$ cat src/rtl/dst_pkg.sv
package dst_pkg;
    localparam logic [2:0] SEL_NONE = 3'b000;
    localparam logic [2:0] SEL_CAPT = 3'b001;
    localparam logic [2:0] SEL_PEER = 3'b011;
    localparam int         NUM_LANES = 2;
endpackage

$ cat src/rtl/dst_edge_detect.sv
module dst_edge_detect #(
    parameter int SYNC_STAGES = 2
) (
    input  logic clk,
    input  logic rst_n,
    input  logic pin,
    output logic rise
);
    localparam int SH_W = SYNC_STAGES + 1;

    logic [SH_W-1:0] sh_d, sh_q;

    always_comb begin
        sh_d = {sh_q[SH_W-2:0], pin};
    end

    always_ff @(posedge clk or negedge rst_n) begin
        if (!rst_n) sh_q <= '0;
        else        sh_q <= sh_d;
    end

    assign rise = sh_q[SYNC_STAGES-1] & ~sh_q[SYNC_STAGES];
endmodule

$ cat src/rtl/dst_lane.sv
module dst_lane
    import dst_pkg::*;
#(
    parameter int W = 16
) (
    input  logic         clk,
    input  logic         rst_n,
    input  logic         count_en,
    input  logic [2:0]   clr_sel,
    input  logic         sync_on,
    input  logic         rise,
    input  logic         peer_capt_clr,
    input  logic         load,
    input  logic [W-1:0] load_val,
    output logic         capt_clr,
    output logic [W-1:0] cnt,
    output logic [W-1:0] cap
);
    typedef struct packed {
        logic [W-1:0] cnt;
        logic [W-1:0] cap;
    } lane_t;

    lane_t st_d, st_q;
    logic  peer_clr;

    assign capt_clr = rise && (clr_sel == SEL_CAPT);
    assign peer_clr = sync_on && (clr_sel == SEL_PEER) && peer_capt_clr;

    always_comb begin
        st_d = st_q;
        if (rise) st_d.cap = st_q.cnt;
        if (load)                       st_d.cnt = load_val;
        else if (capt_clr || peer_clr)  st_d.cnt = '0;
        else if (count_en)              st_d.cnt = st_q.cnt + 1'b1;
    end

    always_ff @(posedge clk or negedge rst_n) begin
        if (!rst_n) st_q <= '0;
        else        st_q <= st_d;
    end

    assign cnt = st_q.cnt;
    assign cap = st_q.cap;
endmodule

$ cat src/rtl/dual_sync_timer.sv
module dual_sync_timer
    import dst_pkg::*;
#(
    parameter int CNT_W       = 16,
    parameter int SYNC_STAGES = 2
) (
    input  logic             clk,
    input  logic             rst_n,
    input  logic             run,
    input  logic             tick,
    input  logic             sync_on,
    input  logic [2:0]       clr_sel0,
    input  logic [2:0]       clr_sel1,
    input  logic             wr_en,
    input  logic             wr_sel,
    input  logic [CNT_W-1:0] wr_data,
    input  logic             cap_pin0,
    input  logic             cap_pin1,
    output logic [CNT_W-1:0] cnt0,
    output logic [CNT_W-1:0] cnt1,
    output logic [CNT_W-1:0] cap0,
    output logic [CNT_W-1:0] cap1
);
    logic [NUM_LANES-1:0]            pin_v, rise_v, capt_clr_v, load_v;
    logic [NUM_LANES-1:0][2:0]       sel_v;
    logic [NUM_LANES-1:0][CNT_W-1:0] cnt_v, cap_v;
    logic                            count_en;

    assign pin_v    = {cap_pin1, cap_pin0};
    assign sel_v    = {clr_sel1, clr_sel0};
    assign count_en = run & tick;

    for (genvar g = 0; g < NUM_LANES; g++) begin : g_lane
        assign load_v[g] = wr_en && (sync_on || (wr_sel == 1'(g)));

        dst_edge_detect #(.SYNC_STAGES(SYNC_STAGES)) u_edge (
            .clk  (clk),
            .rst_n(rst_n),
            .pin  (pin_v[g]),
            .rise (rise_v[g])
        );

        dst_lane #(.W(CNT_W)) u_lane (
            .clk          (clk),
            .rst_n        (rst_n),
            .count_en     (count_en),
            .clr_sel      (sel_v[g]),
            .sync_on      (sync_on),
            .rise         (rise_v[g]),
            .peer_capt_clr(capt_clr_v[NUM_LANES-1-g]),
            .load         (load_v[g]),
            .load_val     (wr_data),
            .capt_clr     (capt_clr_v[g]),
            .cnt          (cnt_v[g]),
            .cap          (cap_v[g])
        );
    end

    assign cnt0 = cnt_v[0];
    assign cnt1 = cnt_v[1];
    assign cap0 = cap_v[0];
    assign cap1 = cap_v[1];
endmodule

$ cat config.mk
export PLATFORM = sky130hd
export DESIGN_NAME = dual_sync_timer
export DESIGN_NICKNAME = d
export VERILOG_FILES = /design/src/rtl/dst_pkg.sv /design/src/rtl/dst_edge_detect.sv /design/src/rtl/dst_lane.sv /design/src/rtl/dual_sync_timer.sv
export SDC_FILE = /design/constraint.sdc
export NUM_CORES = 1
export LEC_CHECK = 0
export CORE_MARGIN = 2
export CORE_UTILIZATION = 49
export CTS_CLUSTER_SIZE = 25
export DETAILED_ROUTE_END_ITERATION = 8
export PLACE_DENSITY = 0.87
export RECOVER_POWER = 100
export SLEW_MARGIN = 5
export SYNTH_ARGS = -nofsm -noshare
export SYNTH_HDL_FRONTEND = slang
export SYNTH_HIERARCHICAL = 1
export SYNTH_SLANG_ARGS = --single-unit
$ cat constraint.sdc
create_clock -name clk -period 2.15 [get_ports clk]
set_input_delay 0.43 -clock clk [delete_from_list [all_inputs] [get_ports clk]]
set_output_delay 0.43 -clock clk [all_outputs]
set_load 0.02 [all_outputs]
### Word level (Yosys, flattened, before mapping)

Index checks and enable logic that the tools add are counted.

| operators by class | value |
|---|---|
| add/subtract/negate cells | 2 |
| equal/unequal tests | 4 |
| muxes and demuxes | 6 |
| bitwise gates (word level) | 6 |
| reductions and logical operators | 14 |

Operators with widths:

| kind | number |
|---|---|
| $mux W16 | 6 |
| $add A16 B1 Y16 const B | 2 |
| $logic_and A1 B1 Y1 | 8 |
| $eq A3 B1 Y1 const B | 2 |
| $eq A3 B2 Y1 const B | 2 |
| $reduce_bool A3 Y1 | 2 |
| $logic_or A1 B1 Y1 | 4 |
| $and A1 B1 Y1 | 3 |
| $not A1 Y1 | 3 |

| storage, ports and cells | value |
|---|---|
| register bits after elaboration | 70 |
| bits of input ports | 31 |
| output and inout bits | 64 |
| logic and storage cells | 38 |

### Logic depth before layout (Yosys ltp)

Gate-level depths: netlist (run 1).

| logic depth | value |
|---|---|
| word-level depth | 7 |
| depth in mapped cells | 9 |
| mapped depth without buffers | 7 |

### By module

The synthesis (run 1) kept the hierarchy.

Modules (own cells, without submodules):

| module | times used | cells an instance | area each (µm²) | seq. area each (µm²) |
|---|---|---|---|---|
| dst_lane | 2 | 166 | 1726.7 | 800.8 |
| dst_edge_detect | 2 | 4 | 88.8 | 75.1 |
| dual_sync_timer | 1 | 4 | 25.0 | 0.0 |

### Least setup slack after synthesis (run 1)

No wires, ideal clock.

| timing | value |
|---|---|
| path type | register -> register |
| start | register g_lane[1].u_edge.sh_q[2] |
| end | register g_lane[0].u_lane.st_q (netlist bit g_lane[0].u_lane/cnt[12]) |
| setup time | 0.123 ns |
| arrival | 1.617 ns |
| setup slack | 0.410 ns |
| cell stages (with the launch flop) | 10 |
| buffers on the path | 2 |
| clock period less this slack | 1.740 ns |
| path through | dfrtp_1 nor2b_4 buf_2 nand2b_1 nor2_1 nand3_1 a21oi_1 buf_2 a311oi_1 o221a_2 |

| between the ends | value |
|---|---|
| longest elaborated chain between the ends | 7 |

Ends and longest elaborated chain:

| item | line | source |
|---|---|---|
| start, declared | dst_edge_detect.sv:11 | `logic [SH_W-1:0] sh_d, sh_q;` |
| start signal, assigned | dst_edge_detect.sv:18 | `if (!rst_n) sh_q <= '0;` |
| start signal, assigned | dst_edge_detect.sv:19 | `else sh_q <= sh_d;` |
| $not A1 Y1 (*) | dst_edge_detect.sv:22 | `assign rise = sh_q[SYNC_STAGES-1] & ~sh_q[SYNC_STAGES];` |
| $and A1 B1 Y1 (*) | dst_edge_detect.sv:22 |  |
| named net rise_v[1] | dual_sync_timer.sv:24 | `logic [NUM_LANES-1:0] pin_v, rise_v, capt_clr_v, load_v;` |
| $logic_and A1 B1 Y1 (*) | dst_lane.sv:27 | `assign capt_clr = rise && (clr_sel == SEL_CAPT);` |
| named net capt_clr_v[1] | dual_sync_timer.sv:24 |  |
| $logic_and A1 B1 Y1 (*) | dst_lane.sv:28 | `assign peer_clr = sync_on && (clr_sel == SEL_PEER) && peer_capt_clr;` |
| $logic_or A1 B1 Y1 (*) | dst_lane.sv:34 | `else if (capt_clr \|\| peer_clr) st_d.cnt = '0;` |
| $mux W16 | dst_lane.sv:34 |  |
| $mux W16 | dst_lane.sv:33 | `if (load) st_d.cnt = load_val;` |
| end signal, assigned | dst_lane.sv:40 | `else st_q <= st_d;` |
| end, declared | dst_lane.sv:24 | `lane_t st_d, st_q;` |

The timed path passes the listed nets; every way through them passes the cells marked *.
A chain may end at the register's enable or synchronous reset.

### Worst setup path in the final report (run 1)

| timing | value |
|---|---|
| start | register g_lane[0].u_lane.st_q (netlist bit g_lane[0].u_lane/cnt[2]) |
| end | output port cnt0[2] |

RTL lines:

| item | line | source |
|---|---|---|
| end, declared | dual_sync_timer.sv:19 | `output logic [CNT_W-1:0] cnt0,` |

No word-level cell between the ends.

==> flow_metrics.py, run 1 <==
metrics = {
    "clock_tree": {
        "clock-sinks": 70,
        "cts-root-buf": "clkbuf_8",
        "clock_path_buffers": 2,
        "clkTransAtPathRegs_ns": 0.07,
        "numCtsBuffers": 9,
        "ctsHoldBuffers": 0,
        "clkLatencyLatePin_ns": 0.34,
        "cts_tree": "yes",
        "post_cts_resize_count": 0,
        "post_cts_buffers": 0,
        "ctsHtreeMaxLevel": 3,
    },
    "cells_and_area": {
        "post-route-util_pct": 68.5,
        "fillers": 585,
        "instances_no_fill": 556,
        "diodes": 0,
        "area_growth_pct": 35.8,
        "layout-drive-gt1-share_pct": 17.1,
        "nets": 485,
        "design_area_um2": 4970,
    },
    "drt": {
        "drc_errors": 0,
        "via_count": 3216,
        "finalWirelength_um": 9740,
        "drtIter0Drc": 166,
        "avgViaCountPerCell": 5.78,
        "drtPass1Iterations": 5,
        "drt.antenna.violating_nets": 0,
        "wl_per_cell_um": 17.5,
    },
    "power": {
        "worst_ir_drop_vdd_uv": 411,
        "powerDensity_nw_per_um2": 744,
        "switching_share_pct": 33.4,
        "p_switching_mw": 1.23,
        "cellLeakagePower_nw": 2.15,
        "combinationalPowerShare_pct": 28.5,
        "p_int_mw": 2.46,
        "power_mw": 3.69,
        "p_seq_share_pct": 45.9,
        "clkPwrFrac_pct": 25.6,
    },
    "worst_setup_path": {
        "arrival_ns": 1.61,
        "cp_max_fo": 8,
        "cp_top_family": "buffers and inverters",
        "cp-end-kind": "output pin",
        "slowest_delay_ns": 0.73,
        "slowest_stage": "dlygate4sd3_1",
        "cp_num_buf_inv": 1,
        "critPathKind": "flip-flop to output pin",
        "critPathLaunchType": "flip-flop",
        "cp_cell_sequence": "dlygate4sd3_1",
        "required_ns": 1.72,
    },
    "timing": {
        "final_max_slew_viol_count": 71,
        "fmax_mhz": 490,
        "hold_viol_final": 0,
        "tightest_slew_ns": 1.73,
        "finalSetupViolCount": 0,
        "fin_crit_sh_pct": 94.9,
        "rsz0062_at_grt": "false",
        "skew_ns": 0.00665,
        "maxSlewHeadroom_pct": -15.6,
        "fin_crit_ns": 2.04,
    },
    "logic_synthesis": {
        "syn_inst": 344,
        "synth_nets": 377,
        "yosysMostFrequentCell": "dfrtp_1",
        "yosys.area.top_type": "dfrtp_1",
        "synthDistinctLibCells": 41,
        "synth_area_per_cell_um2": 10.6,
        "yosysSeqAreaShare_pct": 47.9,
        "syn-cell-area_um2": 3660,
        "async_reset_ff_share_pct": 100,
        "synth_top_area_share_pct": 47.9,
        "ys_ff_latch": 70,
        "synth_edf_count": 0,
        "ys.warnings.count": 6,
        "synth-main-ff-cell": "dfrtp_1",
        "synth_area_leaders": "dfrtp_1 48%, mux2_2 9.9%, nand2_1 3.9%",
        "synth_commonest_cells": "70 x dfrtp_1, 38 x nand2_1, 32 x mux2_2, 18 x nor2_1, 14 x a21oi_1",
    },
    "floorplan": {
        "core_um2": 7250,
        "ios": 95,
        "start_util_pct": 50.4,
        "design.die.area_um2": 8170,
        "rows": 31,
        "die_h_um": 90.4,
        "die_w_um": 90.4,
    },
    "run_status": {
        "violations": "max-capacitance violations, max-slew violations",
        "status": "finished with violations",
    },
    "hold_path": {
        "hp-class": "flip-flop to flip-flop",
    },
    "global_route": {
        "grt_pass1_wl_um": 16000,
        "antenna_found_initial": 0,
        "track_usage_pct": 24.5,
        "grt_pass1_vias": 3252,
        "grt_max_degree": 71,
        "grt_overflow": 0,
    },
    "placed_design": {
        "placed_area_um2": 4850,
        "io_buffer_count": 94,
        "gp_congestion": 0.952,
        "hpwl_um": 7030,
        "place_inst": 540,
    },
    "run": {
        "maxCapViolations": 1,
    },
}
## worst paths after layout
kind,slack [ns],end,startpoint,depth (start not counted)
min in group asynchronous,0.55,g_lane[0].u_lane/cnt[15]$_DFFE_PN0P_,rst_n,1
max reg2reg,0.34,g_lane[1].u_lane/cnt[13]$_DFFE_PN0P_,g_lane[0].u_edge/sh_q[1]$_DFF_PN0_,8
max,0.11,cnt0[2],g_lane[0].u_lane/cnt[2]$_DFFE_PN0P_,1
min reg2reg,0.35,g_lane[1].u_edge/sh_q[1]$_DFF_PN0_,g_lane[1].u_edge/sh_q[0]$_DFF_PN0_,0
min,0.35,g_lane[1].u_edge/sh_q[1]$_DFF_PN0_,g_lane[1].u_edge/sh_q[0]$_DFF_PN0_,0
max in group asynchronous,0.59,g_lane[1].u_lane/cnt[10]$_DFFE_PN0P_,rst_n,1
## sequential cells by signal, indices dropped and copies added (netlist names)
signal and flops:
g_lane.u_lane/cap 32, g_lane.u_lane/cnt 32, g_lane.u_edge/sh_q 6
## power groups by stage
stage	logic (mW)	registers (mW)	clock network, mW
after global routing	1.12	1.73	1.01
after floorplan	0.350	1.91	0
final	1.05	1.70	0.946
after CTS	1.14	1.70	0.963
after detailed placement	1.13	1.73	0
after global placement	1.10	1.71	0
## layout make-up
class | count | area, um^2 | share of cell area [%]
Clock inverter | 4 | 22.5 | 0.454
Tap cell | 99 | 124 | 2.49
Timing Repair Buffer | 117 | 1120 | 22.6
Inverter | 11 | 41.3 | 0.831
Multi-Input combinational cell | 243 | 1760 | 35.4
Sequential cell | 70 | 1750 | 35.3
Clock buffer | 12 | 145 | 2.92
## layer usage
metal / global-route usage (%) / share of wire, % / vias to the layer above
met5: 0 / 0 / -
met4: 9.62 / 1.9 / 0
met3: 5.01 / 6.3 / 16
met2: 41.1 / 51 / 138
met1: 31.1 / 41 / 1563
li1: - / - / 1499
## kinds of logic (layout without fill, tap and decap cells)
logic type / after synthesis / count (layout) / synth area share (%)
AO/OA/AOI/OAI: 72 / 72 / 15.7
XOR/XNOR: 10 / 10 / 2.40
adder cells (fa/ha/maj): 2 / 2 / 0.684
buffers and inverters: 31 / 144 / 3.46
flip-flops: 70 / 70 / 47.9
multiplexers: 36 / 36 / 11.0
AND/OR/NAND/NOR: 123 / 123 / 18.9
## through the flow
stage | setup TNS [ns] | worst slack (ns) | hold slack [ns]
4_1_cts | 0 | 0.124 | 0.234
3_3_place_gp | 0 | 0.0178 | 0.333
5_1_grt | 0 | 0.0579 | 0.371
3_5_place_dp | -0.115 | -0.0311 | 0.343
2_1_floorplan | 0 | 0.410 | 0.134
6_report | 0 | 0.111 | 0.353
## cell usage in the layout, fill, tap and decap left out, types with 5 or more instances in the layout
| cell | n |
|---|---|
| a21oi_1 | 14 |
| a311o_1 | 8 |
| and2_1 | 6 |
| buf_4 | 13 |
| clkbuf_1 | 8 |
| clkbuf_8 | 10 |
| clkdlybuf4s50_1 | 26 |
| dfrtp_1 | 70 |
| dlygate4sd3_1 | 67 |
| inv_1 | 11 |
| mux2_2 | 32 |
| nand2_1 | 38 |
| nand2b_1 | 10 |
| nand3_1 | 12 |
| nand4_1 | 6 |
| nor2_1 | 18 |
| nor3_1 | 8 |
| nor4_1 | 5 |
| o221a_2 | 6 |
| o2bb2ai_1 | 6 |
| o31ai_1 | 12 |
| xnor2_1 | 8 |
Note: power is estimated with default switching activity, not from simulation.
==> run 2: changes to the inputs <==
--- a/config.mk
+++ b/config.mk
@@ -9,6 +9,7 @@
 export CORE_UTILIZATION = 49
 export CTS_CLUSTER_SIZE = 25
 export DETAILED_ROUTE_END_ITERATION = 8
+export GPL_TIMING_DRIVEN = 0
 export PLACE_DENSITY = 0.87
 export RECOVER_POWER = 100
 export SLEW_MARGIN = 5
==> constraint.sdc (replaced) <==
create_clock -name clk -period 2.15 [get_ports clk]
set_input_delay 0.3225 -clock clk [delete_from_list [all_inputs] [get_ports clk]]
set_output_delay 0.3225 -clock clk [all_outputs]
set_load 0.02 [all_outputs]
==> run 2 against run 1 <==
Effect of this change:
- the run still ends with max-capacitance violations, max-slew violations left
- sequential cell count did not move
- non-clock buffer count fell by 3
- total power rose by 3.6%
- worst hold slack got worse by 0.0036 ns
- core utilization fell by 0.67 points
- die area did not move
- clock skew rose by 0.0047 ns
- critical path type is now flip-flop to flip-flop
- highest routed layer unchanged
==> flow_metrics.py, run 2 (same netlist as run 1, synthesis figures left out) <==
metrics = {
    "cells_and_area": {
        "final-seq-area_um2": 1750,
        "area_growth_pct": 34.5,
        "diodes": 0,
        "nets": 482,
        "final_cell_mix": "70 x dfrtp_1, 51 x clkdlybuf4s50_1, 42 x dlygate4sd3_1",
        "fillers": 580,
        "layout-drive-gt1-share_pct": 16.5,
        "post-route-util_pct": 67.8,
        "multiInputGateArea_um2": 1780,
        "final_common_cell": "dfrtp_1",
        "design_area_um2": 4920,
    },
    "floorplan": {
        "core_um2": 7250,
        "die_h_um": 90.4,
        "die_w_um": 90.4,
        "start_util_pct": 50.4,
        "rows": 31,
        "ios": 95,
        "design.die.area_um2": 8170,
    },
    "worst_setup_path": {
        "critPathKind": "flip-flop to flip-flop",
        "reg2reg_setup_slack_ns": 0.06,
        "cp_cell_sequence": "nor2b_4, buf_2, nand2b_1, nor2_1, nand3_1, a21oi_1, buf_2, a311oi_1, o221a_2",
        "cp-endpoint": "g_lane[0].u_lane/cnt[12]$_DFFE_PN0P_",
        "cp_common_cell": "buf_2",
        "critPathLaunchType": "flip-flop",
        "startpoint": "g_lane[1].u_edge/sh_q[2]$_DFF_PN0_",
        "reg2regPathDepth": 9,
        "required_ns": 2.39,
        "reg2reg_to": "g_lane[0].u_lane/cnt[12]$_DFFE_PN0P_",
        "slowest_delay_ns": 0.40,
        "arrival_ns": 2.33,
        "r2r-start": "g_lane[1].u_edge/sh_q[2]$_DFF_PN0_",
        "cp_max_fo": 10,
        "cp-end-kind": "flip-flop",
        "slowest_stage": "dfrtp_1",
    },
    "power": {
        "cellLeakagePower_nw": 2.09,
        "worst_ir_drop_vdd_uv": 415,
        "powerDensity_nw_per_um2": 778,
    },
    "drt": {
        "drt.antenna.violating_nets": 0,
        "avgViaCountPerCell": 6.03,
        "wl_per_cell_um": 17.6,
        "finalWirelength_um": 9760,
        "drtPass1Iterations": 6,
        "drtIter0Drc": 193,
        "drc_errors": 0,
        "via_count": 3336,
    },
    "placed_design": {
        "hpwl_um": 6960,
        "gp_congestion": 0.919,
        "placed_area_um2": 4720,
        "io_buffer_count": 94,
    },
    "timing": {
        "tightest_slew_ns": 1.72,
        "rsz0062_at_grt": "true",
        "fmax_mhz": 479,
        "finalSetupViolCount": 0,
        "hold_viol_final": 0,
        "skew_ns": 0.0114,
        "maxSlewHeadroom_pct": -14.8,
        "fin_crit_sh_pct": 97.2,
        "hold_slack_ns": 0.349,
        "final_max_slew_viol_count": 71,
        "timing.setup.tns_ns": 0,
        "fin_crit_ns": 2.09,
    },
    "global_route": {
        "grt_pass1_wl_um": 15900,
        "grt_overflow": 0,
        "track_usage_pct": 24.0,
        "grt_max_degree": 71,
        "antenna_found_initial": 0,
        "grt_pass1_vias": 3174,
    },
    "clock_tree": {
        "clkLatencyLatePin_ns": 0.35,
        "clock_path_buffers": 2,
        "ctsHtreeMaxLevel": 3,
        "cts_tree": "yes",
        "clock-sinks": 70,
        "clkTransAtPathRegs_ns": 0.08,
        "post_cts_buffers": 0,
        "numCtsBuffers": 9,
        "cts-root-buf": "clkbuf_8",
    },
    "run": {
        "maxCapViolations": 1,
    },
    "run_status": {
        "status": "finished with violations",
        "violations": "max-capacitance violations, max-slew violations",
    },
    "hold_path": {
        "hp-class": "flip-flop to flip-flop",
    },
}
-- run 2: cell types whose count changed in the layout (fill, tap and decap cells not counted), moves of 2 or more --
cell,previous run,this run
clkdlybuf4s50_1,26,51
dlygate4sd3_1,67,42
buf_4,13,0
buf_2,0,8
buf_12,3,0
nor2b_1,2,0
nor2b_4,0,2
-- run 2: repair_timing --
| action | CTS | global route |
|---|---|---|
| gates resized for setup | 0 | 4 |
| hold buffers | 0 | 0 |
| endpoints found under the setup margin | 0 | 19 |
-- run 2: area by class of cell --
class                   count  share of cell area (%)
clock inverters             6                    1.25
clock buffers              10                    2.80
inverters                  11                   0.840
plain buffers              20                    1.78
repair buffers             94                    19.0
flip-flops and latches     70                    35.6
multi-input cells         243                    36.2
well taps                  99                    2.52
-- run 2: how the worst min path moves through the flow --
| stage | startpoint | end | slack [ns] | cells after the start |
|---|---|---|---|---|
| 2_1_floorplan | rst_n | g_lane[0].u_edge/sh_q[0]$_DFF_PN0_ | 0.03 | 0 |
| 3_3_place_gp | g_lane[1].u_edge/sh_q[0]$_DFF_PN0_ | g_lane[1].u_edge/sh_q[1]$_DFF_PN0_ | 0.33 | 0 |
| 4_1_cts | rst_n | g_lane[0].u_lane/cap[2]$_DFFE_PN0P_ | 0.13 | 1 |
| 3_5_place_dp | g_lane[1].u_edge/sh_q[0]$_DFF_PN0_ | g_lane[1].u_edge/sh_q[1]$_DFF_PN0_ | 0.34 | 0 |
| 5_1_grt | g_lane[1].u_edge/sh_q[0]$_DFF_PN0_ | g_lane[1].u_edge/sh_q[1]$_DFF_PN0_ | 0.38 | 0 |
| 6_report | g_lane[1].u_edge/sh_q[0]$_DFF_PN0_ | g_lane[1].u_edge/sh_q[1]$_DFF_PN0_ | 0.35 | 0 |
-- run 2: routing by layer --
layer	wire (um)	part of all wire, %	vias up	global-route usage (%)
li1	-	-	1493	-
met1	3950	40	1629	30.6
met2	4970	51	175	40.4
met3	580	5.9	39	3.67
met4	262	2.7	0	10.9
met5	0	0	-	0
-- run 2: through the flow --
stage	total power, mW	setup slack (ns)	cells
3_3_place_gp	2.80	-1.53	537
4_1_cts	3.90	0.0782	553
3_5_place_dp	2.83	-0.233	537
5_1_grt	4.00	-0.0911	553
2_1_floorplan	2.26	0.410	344
6_report	3.83	0.0606	553
-- run 2: worst max-delay path, delay by kind of cell, from the launching register on --
kind / cells / cell delay (ns)
flops: 1 / 0.40
buf+inv: 2 / 0.52
compound gates: 3 / 0.70
simple gates: 4 / 0.37
-- run 2: power breakdown --
group	switching (mW)	total (mW)	internal, mW
Combinational	0.537	1.06	0.519
Sequential	0.202	1.70	1.50
Clock	0.507	1.07	0.563
